**src/rtl/useq_pkg.sv**
```systemverilog
package useq_pkg;

   // Branch condition select encoding (fixed by the microinstruction format)
   typedef enum logic [1:0] {
      SEL_NEVER  = 2'b00,
      SEL_ALWAYS = 2'b01,
      SEL_NEG    = 2'b10,
      SEL_ZERO   = 2'b11
   } cond_sel_e;

   // Which source won the next-address choice
   typedef enum logic [1:0] {
      NXT_LOAD  = 2'd0,
      NXT_FETCH = 2'd1,
      NXT_JUMP  = 2'd2,
      NXT_STEP  = 2'd3
   } nxt_src_e;

endpackage

```
**src/rtl/useq_cond.sv**
```systemverilog
module useq_cond
   import useq_pkg::*;
(
   input  logic [1:0] sel,
   input  logic       flag_n,
   input  logic       flag_z,
   output logic       take
);

   cond_sel_e sel_e;

   assign sel_e = cond_sel_e'(sel);

   always_comb begin
      case (sel_e)
         SEL_NEVER:  take = 1'b0;
         SEL_ALWAYS: take = 1'b1;
         SEL_NEG:    take = flag_n;
         SEL_ZERO:   take = flag_z;
         default:    take = 1'b0;
      endcase
   end

endmodule

```
**src/rtl/useq_next.sv**
```systemverilog
module useq_next
   import useq_pkg::*;
#(
   parameter int unsigned AW         = 8,
   parameter int unsigned FETCH_ADDR = 0,
   parameter bit          OR_EN      = 1'b1
) (
   input  logic [AW-1:0] upc,
   input  logic          inst_load,
   input  logic [AW-1:0] start_addr,
   input  logic          end_bit,
   input  logic          take,
   input  logic [AW-1:0] br_target,
   input  logic          mode_ind,
   output logic [AW-1:0] nxt_addr,
   output nxt_src_e      nxt_src
);

   localparam logic [AW-1:0] FETCH_VEC = AW'(FETCH_ADDR);
   localparam logic [AW-1:0] ONE_VEC   = AW'(1);

   logic [AW-1:0] jump_addr;

   // Bit-OR step on the branch target, present only when enabled
   generate
      if (OR_EN) begin : g_bit_or
         assign jump_addr = {br_target[AW-1:1], br_target[0] | mode_ind};
      end else begin : g_plain
         logic unused_mode;
         assign unused_mode = mode_ind;
         assign jump_addr   = br_target;
      end
   endgenerate

   // Fixed priority: load, end, taken branch, step
   always_comb begin
      if (inst_load)    nxt_src = NXT_LOAD;
      else if (end_bit) nxt_src = NXT_FETCH;
      else if (take)    nxt_src = NXT_JUMP;
      else              nxt_src = NXT_STEP;
   end

   always_comb begin
      case (nxt_src)
         NXT_LOAD:  nxt_addr = start_addr;
         NXT_FETCH: nxt_addr = FETCH_VEC;
         NXT_JUMP:  nxt_addr = jump_addr;
         default:   nxt_addr = upc + ONE_VEC;
      endcase
   end

endmodule

```
**src/rtl/useq_store.sv**
```systemverilog
module useq_store #(
   parameter int unsigned AW       = 8,
   parameter int unsigned CW_W     = 16,
   parameter int unsigned DEPTH    = 16,
   parameter int unsigned RST_ADDR = 0
) (
   input  logic            clk,
   input  logic            rst_n,
   input  logic [AW-1:0]   rd_addr,
   output logic [CW_W-1:0] cw_q
);

   localparam int unsigned IW = $clog2(DEPTH);
   localparam logic [AW:0] LIMIT = (AW+1)'(DEPTH);

   // Test pattern: bit j of word a is set when (a + j) mod 3 == 0
   function automatic logic [CW_W-1:0] word_at(int unsigned a);
      logic [CW_W-1:0] w;
      w = '0;
      if (a < DEPTH) begin
         for (int unsigned j = 0; j < CW_W; j++) begin
            w[j] = ((a + j) % 3) == 0;
         end
      end
      return w;
   endfunction

   localparam logic [CW_W-1:0] RST_WORD = word_at(RST_ADDR);

   logic [CW_W-1:0] rom_w [DEPTH];
   logic            in_range;
   logic [IW-1:0]   idx;
   logic [CW_W-1:0] rd_word;

   generate
      for (genvar i = 0; i < DEPTH; i++) begin : g_rom
         assign rom_w[i] = word_at(i);
      end
   endgenerate

   assign in_range = {1'b0, rd_addr} < LIMIT;
   assign idx      = rd_addr[IW-1:0];
   assign rd_word  = in_range ? rom_w[idx] : '0;

   // Synchronous read: the prefetched word lands with its address
   always_ff @(posedge clk or negedge rst_n) begin
      if (!rst_n) cw_q <= RST_WORD;
      else        cw_q <= rd_word;
   end

endmodule

```
**src/rtl/microseq_core.sv**
```systemverilog
module microseq_core
   import useq_pkg::*;
#(
   parameter int unsigned AW         = 8,
   parameter int unsigned CW_W       = 16,
   parameter int unsigned DEPTH      = 16,
   parameter int unsigned FETCH_ADDR = 0,
   parameter bit          OR_EN      = 1'b1
) (
   input  logic            clk,
   input  logic            rst_n,
   input  logic            inst_load,
   input  logic [AW-1:0]   start_addr,
   input  logic            end_bit,
   input  logic [1:0]      br_sel,
   input  logic [AW-1:0]   br_target,
   input  logic            flag_n,
   input  logic            flag_z,
   input  logic            mode_ind,
   output logic [AW-1:0]   upc,
   output logic [CW_W-1:0] ctrl_word
);

   localparam logic [AW-1:0] FETCH_VEC = AW'(FETCH_ADDR);

   // Elaboration-time parameter checks
   generate
      if (AW < 2 || AW > 16) begin : g_bad_aw
         $error("microseq_core: AW out of range");
      end
      if (DEPTH < 2 || DEPTH > (1 << AW)) begin : g_bad_depth
         $error("microseq_core: DEPTH must be 2..2**AW");
      end
      if (FETCH_ADDR >= (1 << AW)) begin : g_bad_fetch
         $error("microseq_core: FETCH_ADDR outside address space");
      end
      if (CW_W < 1) begin : g_bad_cw
         $error("microseq_core: CW_W must be positive");
      end
   endgenerate

   logic          take;
   logic [AW-1:0] nxt_addr;
   nxt_src_e      nxt_src;

   useq_cond u_cond (
      .sel    (br_sel),
      .flag_n (flag_n),
      .flag_z (flag_z),
      .take   (take)
   );

   useq_next #(
      .AW         (AW),
      .FETCH_ADDR (FETCH_ADDR),
      .OR_EN      (OR_EN)
   ) u_next (
      .upc        (upc),
      .inst_load  (inst_load),
      .start_addr (start_addr),
      .end_bit    (end_bit),
      .take       (take),
      .br_target  (br_target),
      .mode_ind   (mode_ind),
      .nxt_addr   (nxt_addr),
      .nxt_src    (nxt_src)
   );

   logic unused_src;
   assign unused_src = ^nxt_src;

   always_ff @(posedge clk or negedge rst_n) begin
      if (!rst_n) upc <= FETCH_VEC;
      else        upc <= nxt_addr;
   end

   useq_store #(
      .AW       (AW),
      .CW_W     (CW_W),
      .DEPTH    (DEPTH),
      .RST_ADDR (FETCH_ADDR)
   ) u_store (
      .clk     (clk),
      .rst_n   (rst_n),
      .rd_addr (nxt_addr),
      .cw_q    (ctrl_word)
   );

endmodule

```
**config.mk**
```make
export PLATFORM = sky130hd
export DESIGN_NAME = microseq_core
export DESIGN_NICKNAME = d
export VERILOG_FILES = /design/src/rtl/useq_pkg.sv /design/src/rtl/useq_cond.sv /design/src/rtl/useq_next.sv /design/src/rtl/useq_store.sv /design/src/rtl/microseq_core.sv
export SDC_FILE = /design/constraint.sdc
export NUM_CORES = 1
export LEC_CHECK = 0
export BUFFER_PORTS_ARGS = -buffer_cell sky130_fd_sc_hd__clkbuf_2
export CAP_MARGIN = 15
export CORE_MARGIN = 8
export CORE_UTILIZATION = 45
export DETAILED_ROUTE_END_ITERATION = 8
export PLACE_DENSITY = 0.77
export SYNTH_ARGS = -nofsm -noshare
export SYNTH_HDL_FRONTEND = slang
export SYNTH_SLANG_ARGS = --single-unit
```
**constraint.sdc**
```tcl
create_clock -name clk -period 2.5 [get_ports clk]
set_input_delay 0.25 -clock clk [delete_from_list [all_inputs] [get_ports clk]]
set_output_delay 0.25 -clock clk [all_outputs]
set_load 0.01 [all_outputs]
```
==> reports/results.txt <==
status - complete, no violations
critical path endpoint category - flip-flop
Synth Warn # - 0
via density per instance - 5.380
largest family of logic cells by synthesized area - compound AO/OA/AOI/OAI gates
P_sw - 190.1 uW
Layout area overhead - 16.71%
Sw Share - 0.3620
mux cell area share after synthesis - 0.02120
Synth cell types - 44
antenna violations before repair - 0
fin cells - 179
Final Skew - 0.0008236 ns
DR vias - 963
most frequent cells in the layout - clkbuf_2 (48), nand2_1 (14), dfrtp_1 (10), a21oi_1 (7)
vias in the first global route - 1032
critical path peak fanout - 8
Pint - 335.0 uW
GR met2 Demand/Resource - 0.2151
crit path time final - 2.036 ns
DIE WIDTH - 63.22 um
critical path arrival - 2.22 ns
Clk Latency, worst-skew pair - 0.27 ns
Longest Clk Path Bufs - 2
Placed Cells - 174
IO buf count - 48
Compound-Gate Fraction of Synth Area - 0.2544
Hold WC Path Type - in2reg
Final #Nets - 180
Mapped Nets - 145
worst-margin pin slew - 0.6436 ns
WP data required - 2.68 ns
htree depth - 1
Die Area - 3997 um^2
DRC violations left - 0
busiest metal layer after global routing - met2
Initial DRC Count - 24
clock sinks - 11
Netlist Area Pre-Place - 1003 um^2
Finish-stage setup viols - 0
overall routing resource usage - 0.1348
Reg power frac - 0.417
headroom to the max-slew limit - 0.5709
power per cell area - 448.4 nW/um^2
pre-CTS setup slack - 0.4473 ns
Setup CP Type - reg2reg
simple-gate share of the synthesized area - 0.2120
DP Wirelength - 2122 um
Pre-antenna DRT Iters - 4
Core Area - 2170 um^2
gpl congestion - 0.8181
Logic pwr share - 0.340
Initial Util - 0.4625
Final Hold Vio Count - 0
Peak Freq - 491.1 MHz
ratio of final minimum period to clock period - 0.8145
grt total ovfl - 0
Routed Antenna Nets - 0
drt wl/cell - 14.42 um
Yosys reg bits - 11
XOR/XNOR Fraction of Synth Area - 0.04364
RSZ-0062 raised after global routing - no
clock network fraction of design power - 0.242
# rows - 17
n_diodes - 0
layout cells sized above 1 - 0.3974
TNS Setup - 0 ns
largest net degree at the start of global routing - 17
post-synthesis sequential area ratio - 0.2756
fin. max-slew vios - 0
Setup WS post-layout - 0.4637 ns
total wire length - 2581 um
Max-Cap Viols - 0
Die H - 63.22 um
first-pass GRT wire length - 4567 um
Fill cells - 219
peak supply drop - 274.8 uV
commonest non-fill, non-tap cell in the layout - clkbuf_2
Syn Inst Count - 117
M3 GR Usage - 0.04064
Leakage - 0.0005786 uW
adder-cell share of the synthesized area - 0.03741
CTS tree - built
number of CTS-inserted buffers - 3
Syn Area/Cell - 8.577 um^2
CTS resizes - 0
met1 GRT Util - 0.1600
Worst Setup Start Kind - flip-flop
Ports - 49
CTS Root Cell - clkbuf_4
Clock transition at path regs - 0.08 ns
## what timing repair did
action / CTS / global route
endpoints found under the hold margin: 10 / 0
hold buffers: 1 / 0
buffers inserted: 0 / 0
setup endpoints to repair: 0 / 0
## per-stage QoR
step / hold slack [ns] / total power (uW) / util / cell area [um^2]
final: 0.2408 / 525.1 / 0.5398 / 1171
after global routing: 0.2486 / 556.7 / 0.5398 / 1171
after CTS: 0.2388 / 522.2 / 0.5398 / 1171
after detailed placement: 0.1431 / 399.4 / 0.5225 / 1134
after global placement: 0.1418 / 393.6 / 0.5225 / 1134
after floorplan: -0.04559 / 351.3 / - / 1003
## cell type report
cell class / instances / area (um^2) / share of cell area
Clock inverter: 1 / 5.005 / 0.004274
Inverter: 3 / 11.26 / 0.009615
Clock buffer: 3 / 22.52 / 0.01923
Tap cell: 28 / 35.03 / 0.02991
Sequential cell: 11 / 276.5 / 0.2361
Timing Repair Buffer: 49 / 250.2 / 0.2137
Multi-Input combinational cell: 84 / 570.5 / 0.4872
## cells in the mapped netlist, drive strengths merged
| master | count | area (um^2) |
|---|---|---|
| and3b | 3 | 27.53 |
| o31ai | 2 | 15.01 |
| nor4b | 1 | 8.760 |
| and4 | 1 | 8.760 |
| mux2i | 1 | 10.01 |
| o22ai | 1 | 6.260 |
| or3b | 2 | 17.52 |
| nor3 | 2 | 10.01 |
| buf | 19 | 145.1 |
| a21boi | 2 | 15.01 |
| a32o | 1 | 10.01 |
| o21a | 1 | 7.510 |
| o21ai | 6 | 33.78 |
| a32oi | 1 | 16.27 |
| mux2 | 1 | 11.26 |
| nand3 | 4 | 20.02 |
| a31oi | 1 | 6.260 |
| a21o | 1 | 7.510 |
| dfrtp | 10 | 250.2 |
| xnor2 | 3 | 26.28 |
| dfstp | 1 | 26.28 |
| nor2b | 1 | 6.260 |
| xor2 | 2 | 17.52 |
| o31a | 2 | 18.77 |
| or2 | 2 | 12.51 |
| a22oi | 3 | 22.52 |
| o41ai | 1 | 8.760 |
| a21oi | 7 | 35.03 |
| and3 | 3 | 18.77 |
| ha | 3 | 37.54 |
| inv | 3 | 11.26 |
| o211ai | 1 | 7.510 |
| a2bb2oi | 1 | 8.760 |
| a311oi | 3 | 26.28 |
| o32a | 1 | 10.01 |
| nor2 | 6 | 30.03 |
| nand2 | 14 | 52.55 |
## flip-flops by register name (all words and copies together), names as in the netlist
name and count:
upc 8, u_store.cw_q 3
## kinds of logic after synthesis
kind of cell               after synthesis
buffers and inverters                   22
adders and majority gates                3
and+or+nand+nor                         39
muxes                                    2
DFF                                     11
AOI/OAI and AO/OA                       35
xor gates and xnor gates                 5
## critical path: stages, from the launching register on
cell and delay, ns:
dfrtp_1 0.49, ha_1 0.40, nand3_1 0.14, xnor2_1 0.17
nor4b_1 0.30, o22ai_1 0.19, a311oi_1 0.27
## path summary, 6_finish.rpt
kind | cells after the start | from | slack, ns | end
max in group asynchronous | 2 | rst_n | 1.84 | u_store.cw_q[12]
min in group asynchronous | 2 | rst_n | 0.39 | upc[1]
min reg2reg | 3 | upc[7] | 0.67 | upc[7]
min | 3 | br_target[3] | 0.24 | upc[3]
max | 6 | upc[0] | 0.46 | u_store.cw_q[12]
max reg2reg | 6 | upc[0] | 0.46 | u_store.cw_q[12]
## power by group through the flow
| stage | clock (uW) | sequential, uW | combinational [uW] |
|---|---|---|---|
| CTS | 124 | 219 | 179 |
| global placement | 0 | 222 | 172 |
| detailed placement | 0 | 223 | 177 |
| floorplan | 0 | 220 | 131 |
| finish | 127 | 219 | 179 |
| global route | 134 | 223 | 200 |
## metal layers
layer | routed length [um] | vias to the layer above
li1 | - | 487
met1 | 1128 | 421
met2 | 1189 | 53
met4 | 36 | 0
met5 | 0 | -
met3 | 227 | 2
(Power assumes the default switching activity.)
